[config.mk]
export PLATFORM = sky130hd
export DESIGN_NAME = rst_seq
export DESIGN_NICKNAME = d
export VERILOG_FILES = /design/src/rtl/rst_seq_pkg.sv /design/src/rtl/rst_pin_filter.sv /design/src/rtl/rst_tick_counter.sv /design/src/rtl/rst_seq_fsm.sv /design/src/rtl/rst_seq.sv
export SDC_FILE = /design/constraint.sdc
export NUM_CORES = 1
export LEC_CHECK = 0
export BUFFER_PORTS_ARGS = -buffer_cell sky130_fd_sc_hd__buf_4
export CORE_MARGIN = 10
export CORE_UTILIZATION = 62
export CTS_BUF_LIST = sky130_fd_sc_hd__clkbuf_8
export CTS_CLUSTER_DIAMETER = 50
export DETAILED_ROUTE_END_ITERATION = 10
export MAX_ROUTING_LAYER = met4
export PLACE_DENSITY = 0.95
export REMOVE_ABC_BUFFERS = 1
export SYNTH_ARGS = -nofsm -noshare
export SYNTH_HDL_FRONTEND = slang
export SYNTH_SLANG_ARGS = --single-unit
[constraint.sdc]
create_clock -name clk -period 2.94 [get_ports clk]
set_clock_uncertainty 0.05 [all_clocks]
set_input_delay 0.588 -clock clk [delete_from_list [all_inputs] [get_ports clk]]
set_output_delay 0.588 -clock clk [all_outputs]
set_load 0.02 [all_outputs]
[src/rtl/rst_seq_pkg.sv]
package rst_seq_pkg;

  typedef enum logic [1:0] {
    PH_IDLE = 2'd0,
    PH_PWRT = 2'd1,
    PH_OST  = 2'd2,
    PH_RUN  = 2'd3
  } phase_e;

  localparam int OSC_MODE_W = 3;

  // Crystal and resonator modes occupy codes 0..2
  function automatic logic osc_is_crystal(input logic [OSC_MODE_W-1:0] mode);
    return (mode <= OSC_MODE_W'(2));
  endfunction

  // Step taken once the power-up delay is done or skipped
  function automatic phase_e after_pwrt(input logic ost_req,
                                        input logic [OSC_MODE_W-1:0] mode);
    return (ost_req && osc_is_crystal(mode)) ? PH_OST : PH_RUN;
  endfunction

  // Step taken when the idle phase sees no event
  function automatic phase_e after_idle(input logic pwrt_en_n,
                                        input logic ost_req,
                                        input logic [OSC_MODE_W-1:0] mode);
    return (!pwrt_en_n) ? PH_PWRT : after_pwrt(ost_req, mode);
  endfunction

endpackage

[src/rtl/rst_pin_filter.sv]
module rst_pin_filter #(
  parameter int FILT_LEN = 4
) (
  input  logic clk,
  input  logic rst_n,
  input  logic pin_mode_i,
  input  logic pin_n_i,
  output logic accept_o
);
  localparam int CW = (FILT_LEN > 1) ? $clog2(FILT_LEN) : 1;
  localparam logic [CW-1:0] LAST = CW'(FILT_LEN - 1);

  logic [CW-1:0] low_cnt;
  logic          low_now;

  assign low_now  = pin_mode_i && !pin_n_i;
  assign accept_o = low_now && (low_cnt == LAST);

  always_ff @(posedge clk or negedge rst_n) begin
    if (!rst_n) begin
      low_cnt <= '0;
    end else if (!low_now) begin
      low_cnt <= '0;
    end else if (low_cnt != LAST) begin
      low_cnt <= low_cnt + CW'(1);
    end
  end
endmodule

[src/rtl/rst_tick_counter.sv]
module rst_tick_counter #(
  parameter int LIMIT = 8
) (
  input  logic clk,
  input  logic rst_n,
  input  logic run_i,
  input  logic tick_i,
  output logic done_o
);
  localparam int CW = (LIMIT > 1) ? $clog2(LIMIT) : 1;
  localparam logic [CW-1:0] LAST = CW'(LIMIT - 1);

  logic [CW-1:0] cnt;

  assign done_o = run_i && tick_i && (cnt == LAST);

  always_ff @(posedge clk or negedge rst_n) begin
    if (!rst_n) begin
      cnt <= '0;
    end else if (!run_i || done_o) begin
      cnt <= '0;
    end else if (tick_i) begin
      cnt <= cnt + CW'(1);
    end
  end
endmodule

[src/rtl/rst_seq_fsm.sv]
module rst_seq_fsm
  import rst_seq_pkg::*;
(
  input  logic                  clk,
  input  logic                  rst_n,
  input  logic                  por_i,
  input  logic                  pin_i,
  input  logic                  wdt_i,
  input  logic                  wake_i,
  input  logic                  pwrt_en_n_i,
  input  logic [OSC_MODE_W-1:0] osc_mode_i,
  input  logic                  pwrt_done_i,
  input  logic                  ost_done_i,
  output phase_e                phase_o,
  output logic                  drive_cause_o,
  output logic                  any_evt_o
);
  phase_e phase_q, phase_d;
  logic   ost_req_q, ost_req_d;
  logic   drv_q, drv_d;

  assign any_evt_o = por_i || pin_i || wdt_i || wake_i;

  always_comb begin
    phase_d   = phase_q;
    ost_req_d = ost_req_q;
    drv_d     = drv_q;
    if (any_evt_o) begin
      phase_d   = PH_IDLE;
      ost_req_d = por_i || wake_i;
      drv_d     = por_i || pin_i;
    end else begin
      unique case (phase_q)
        PH_IDLE: phase_d = after_idle(pwrt_en_n_i, ost_req_q, osc_mode_i);
        PH_PWRT: if (pwrt_done_i) phase_d = after_pwrt(ost_req_q, osc_mode_i);
        PH_OST:  if (ost_done_i)  phase_d = PH_RUN;
        PH_RUN:  phase_d = PH_RUN;
        default: phase_d = PH_IDLE;
      endcase
    end
  end

  always_ff @(posedge clk or negedge rst_n) begin
    if (!rst_n) begin
      phase_q   <= PH_IDLE;
      ost_req_q <= 1'b1;
      drv_q     <= 1'b1;
    end else begin
      phase_q   <= phase_d;
      ost_req_q <= ost_req_d;
      drv_q     <= drv_d;
    end
  end

  assign phase_o       = phase_q;
  assign drive_cause_o = drv_q;
endmodule

[src/rtl/rst_seq.sv]
module rst_seq
  import rst_seq_pkg::*;
#(
  parameter int FILT_LEN   = 4,
  parameter int PWRT_TICKS = 72,
  parameter int OST_CYCLES = 1024
) (
  input  logic       clk,
  input  logic       rst_n,
  input  logic       cfg_pin_rst_en_i,
  input  logic       cfg_pwrt_en_n_i,
  input  logic [2:0] osc_mode_i,
  input  logic       pin_n_i,
  input  logic       por_evt_i,
  input  logic       wdt_evt_i,
  input  logic       wake_evt_i,
  input  logic       rc_tick_i,
  input  logic       osc_tick_i,
  output logic       dev_rst_o,
  output logic       pin_drive_o,
  output logic [1:0] phase_o
);
  logic   filt_acc;
  logic   any_evt;
  logic   pwrt_done;
  logic   ost_done;
  logic   drive_cause;
  phase_e phase;

  rst_pin_filter #(.FILT_LEN(FILT_LEN)) u_filt (
    .clk        (clk),
    .rst_n      (rst_n),
    .pin_mode_i (cfg_pin_rst_en_i),
    .pin_n_i    (pin_n_i),
    .accept_o   (filt_acc)
  );

  rst_tick_counter #(.LIMIT(PWRT_TICKS)) u_pwrt_cnt (
    .clk    (clk),
    .rst_n  (rst_n),
    .run_i  (phase == PH_PWRT),
    .tick_i (rc_tick_i),
    .done_o (pwrt_done)
  );

  rst_tick_counter #(.LIMIT(OST_CYCLES)) u_ost_cnt (
    .clk    (clk),
    .rst_n  (rst_n),
    .run_i  (phase == PH_OST),
    .tick_i (osc_tick_i),
    .done_o (ost_done)
  );

  rst_seq_fsm u_fsm (
    .clk           (clk),
    .rst_n         (rst_n),
    .por_i         (por_evt_i),
    .pin_i         (filt_acc),
    .wdt_i         (wdt_evt_i),
    .wake_i        (wake_evt_i),
    .pwrt_en_n_i   (cfg_pwrt_en_n_i),
    .osc_mode_i    (osc_mode_i),
    .pwrt_done_i   (pwrt_done),
    .ost_done_i    (ost_done),
    .phase_o       (phase),
    .drive_cause_o (drive_cause),
    .any_evt_o     (any_evt)
  );

  assign phase_o     = phase;
  assign dev_rst_o   = (phase != PH_RUN);
  assign pin_drive_o = dev_rst_o && cfg_pin_rst_en_i && drive_cause;
endmodule

==> results by stage <==
Status:
- The flow ran to the end, and the final reports show no timing, DRC or antenna violations.

Synthesis:
- The mean instance size in the synthesized netlist is 10.3 um^2.
- The netlist uses 30 different library cells.
- The synthesized cell area is 0.00113 mm^2.
- In the synthesized netlist, the number of instances is 110.
- In this run, synthesis produced a sequential element count of 23.
- Of the synthesized area, sequential elements account for 0.512.
- The total number of yosys warnings is 0.

Global routing:
- The first global-routing pass estimated 3710 um of wire.
- The total global-route track usage is 0.118.
- Entering global routing, the biggest net connects 24 pins.
- The number of global-route vias before repair is 846.
- The total congestion overflow is 0.
- The number of antenna violations at the first check in global routing was 0.

CTS:
- The number of buffers added by the clock tree synthesis step is 3.
- TritonCTS built the clock tree.
- The number of clock sinks is 23.
- In this run the number of H-tree levels came out at 1.
- After clock tree synthesis, the flow added hold-fix buffers numbering 0.
- The number of gates resized after CTS is 0.
- The clock reaches the later pin of the worst-skew pair after 260 ps.
- The CTS root buffer is sky130_fd_sc_hd__clkbuf_8.
- After clock tree synthesis, the clock-pin slew on the worst setup and hold paths is 70 ps.
- The maximum clock insertion buffer count is 2.
- Post-CTS timing repair inserted 0 buffers for setup.

Worst setup path:
- STA classifies the critical path startpoint as a flop.
- The critical path data arrival time is 1100 ps.
- The worst reg-to-reg path cell count is 5.
- The endpoint class of the critical path is an output port.
- The maximum fanout encountered on the critical timing path is 6.
- The critical path in this run is classified as reg2out.
- The required time reported for the critical path endpoint is 2300 ps.

Job:
- The max-capacitance violation count is 0.

Layout:
- The number of antenna diodes in the final layout is 0.
- The number of filler instances in the final layout is 125.
- The area of all placed cells without fillers is 0.00132 mm^2.
- The library cell used most frequently in the layout, excluding fill and tap cells, is sky130_fd_sc_hd__dfrtp_1.
- The area growth from synthesis to layout is 16.9%.
- Of the cells placed in the final design, the portion with a size suffix greater than 1 is 0.202.
- At the end of the flow, the number of nets in the layout was 146.
- Leaving out fill and tap cells, the most frequent cells in the layout are sky130_fd_sc_hd__dfrtp_1 (21), sky130_fd_sc_hd__nor2_1 (17), sky130_fd_sc_hd__buf_4 (16), sky130_fd_sc_hd__nand2_1 (12), sky130_fd_sc_hd__xor2_1 (10).

Timing:
- Setup repair after global routing left no endpoint under its margin.
- The worst relative slew slack is 0.597.
- The worst-margin pin slew is 602 ps.
- The final number of hold-violating endpoints is 0.
- The highest achievable clock rate is 574 MHz.
- The worst path needs 1740 ps of the cycle, external delays included.
- The setup total negative slack is 0 ps.
- The number of setup violations in the final report is 0.
- The number of slew-limit violations in the final report came to 0.
- Of the available clock period, the critical path in the final layout requires 0.592.

Power:
- The internal portion of total power is 0.000438 W.
- The part of the total power dissipated in combinational logic is 0.086.
- The power density of the placed cells is 422 mW/mm^2.
- In this run the power spent charging and discharging nets is 0.000121 W.
- Of the total power, the share spent switching nets is 0.216.
- The share of total power dissipated in the clock network is 0.331.
- Across the VDD grid, the largest voltage drop is 0.364 mV.
- The standby leakage power is 0.608 nW.
- The share of total power dissipated in sequential elements is 0.584.

Detailed routing:
- The number of remaining DRC errors is 0.
- The number of optimization iterations in the first detailed-route pass is 4.
- In the detailed route, the total length drawn on met2 is 1180 um.
- Once detail routing completed, the nets flagged for antenna violations numbered 0.
- After detailed routing, the number of vias per cell comes to 5.49.
- For this block, wires on met1 add up to 880 um.
- For this block, the initial DRC count from the detailed router was 26.
- The via count is 846.
- Dividing the detail-routed wire length by the instance count gives 14.1 um.
- The routed length on met3 is 65 um.
- After detailed routing, the total wire length is 2180 um.
- The top routing layer in use is met4.

Floorplan:
- The placeable core region is 0.00173 mm^2.
- The effective utilization at floorplan is 0.654.
- The floorplan has 15 rows.
- The die covers 0.00393 mm^2.
- The count of pins on the block boundary is 17.
- From left edge to right edge, the die measures 62.7 um.
- The vertical die dimension is 62.7 um.

Placement:
- The post-place instance area is 0.00128 mm^2.
- At the end of routability-driven placement, the weighted congestion stood at 0.858.
- The post-DP HPWL is 1690 um.
- The count of input and output buffers is 16.

Worst hold path:
- The class of the tightest hold or removal check is in2async.
logic make-up (layout without fill, tap and decap cells):
family / count (synthesis) / count (layout) / synth area share
xor gates and xnor gates: 13 / 13 / 0.101
AOI/OAI and AO/OA: 13 / 13 / 0.0831
buffers and inverters: 3 / 22 / 0.0111
adders and majority gates: 3 / 3 / 0.0332
DFF: 23 / 23 / 0.512
and+or+nand+nor: 52 / 52 / 0.234
muxes: 3 / 3 / 0.0266
metrics by stage:
step	hold slack (ps)	setup WS [ps]	cells	utilization	power [W]
global placement	399	1200	150	0.739	0.000378
CTS	163	1190	154	0.765	0.000564
detailed placement	403	1130	150	0.739	0.000380
finish	157	1200	154	0.765	0.000558
floorplan	242	1310	109	-	0.000352
global route	164	1100	154	0.765	0.000582
synthesized netlist by cell type, drive strengths merged:
library cell | n | share of area
and4 | 1 | 0.010
a21oi | 8 | 0.035
ha | 3 | 0.033
buf | 1 | 0.0044
xor2 | 10 | 0.078
nand4 | 3 | 0.022
mux2i | 3 | 0.027
dfrtp | 21 | 0.47
o31ai | 1 | 0.0066
or3 | 2 | 0.011
nand2 | 13 | 0.045
nor2b | 2 | 0.011
nor4b | 1 | 0.0078
inv | 2 | 0.0066
o21ai | 2 | 0.0089
xnor2 | 3 | 0.023
nand2b | 1 | 0.0055
nand3 | 4 | 0.018
nand4b | 1 | 0.0078
a211o | 1 | 0.0078
or2 | 1 | 0.0055
nor3 | 1 | 0.0044
nor2 | 17 | 0.056
or4 | 1 | 0.0066
o41ai | 1 | 0.024
dfstp | 2 | 0.047
and2 | 1 | 0.0055
and3 | 3 | 0.017
flip-flops by register name, summed over array words and instances, names as in the netlist:
register / cells
u_ost_cnt.cnt: 10
u_pwrt_cnt.cnt: 7
u_fsm.drive_cause_o: 1
u_fsm.phase_o: 2
u_fsm.ost_req_q: 1
u_filt.low_cnt: 2
power groups by stage:
stage / Clock, W / Sequential [W] / Combinational [W]
2_1_floorplan: 0 / 0.000332 / 0.0000197
3_3_place_gp: 0 / 0.000332 / 0.0000462
3_5_place_dp: 0 / 0.000332 / 0.0000484
4_1_cts: 0.000190 / 0.000326 / 0.0000487
5_1_grt: 0.000203 / 0.000327 / 0.0000522
6_report: 0.000185 / 0.000326 / 0.0000478
worst max-delay path, stage by stage, from the launching register on:
cell and delay [ps]:
sky130_fd_sc_hd__dfrtp_1 430, sky130_fd_sc_hd__nand2_1 90, sky130_fd_sc_hd__and3_1 180, sky130_fd_sc_hd__buf_4 150
routing by layer:
metal  GRT usage  vias up
met1       0.116      413
met4      0.0503        0
met3      0.0376        8
met2       0.209       12
met5           -        -
li1            -      413
cell type report:
class,count,area (um^2),area share
clock buffers,3,41.3,0.0312
clock inverters,1,3.75,0.00284
inverters,2,7.51,0.00568
multi-input cells,84,539,0.408
flip-flops and latches,23,578,0.437
well taps,25,31.3,0.0237
repair buffers,16,120,0.0909
path summary, 6_finish.rpt:
check                                  from               end  slack (ps)
max                        u_fsm.phase_o[1]       pin_drive_o        1200
min                                   rst_n  u_ost_cnt.cnt[3]         160
max reg2reg                u_ost_cnt.cnt[0]  u_fsm.phase_o[0]        1240
min reg2reg                 u_fsm.ost_req_q   u_fsm.ost_req_q         420
max in group asynchronous             rst_n   u_fsm.ost_req_q        2400
min in group clk            u_fsm.ost_req_q   u_fsm.ost_req_q         420
No activity file was read; power rests on OpenSTA's default activity.
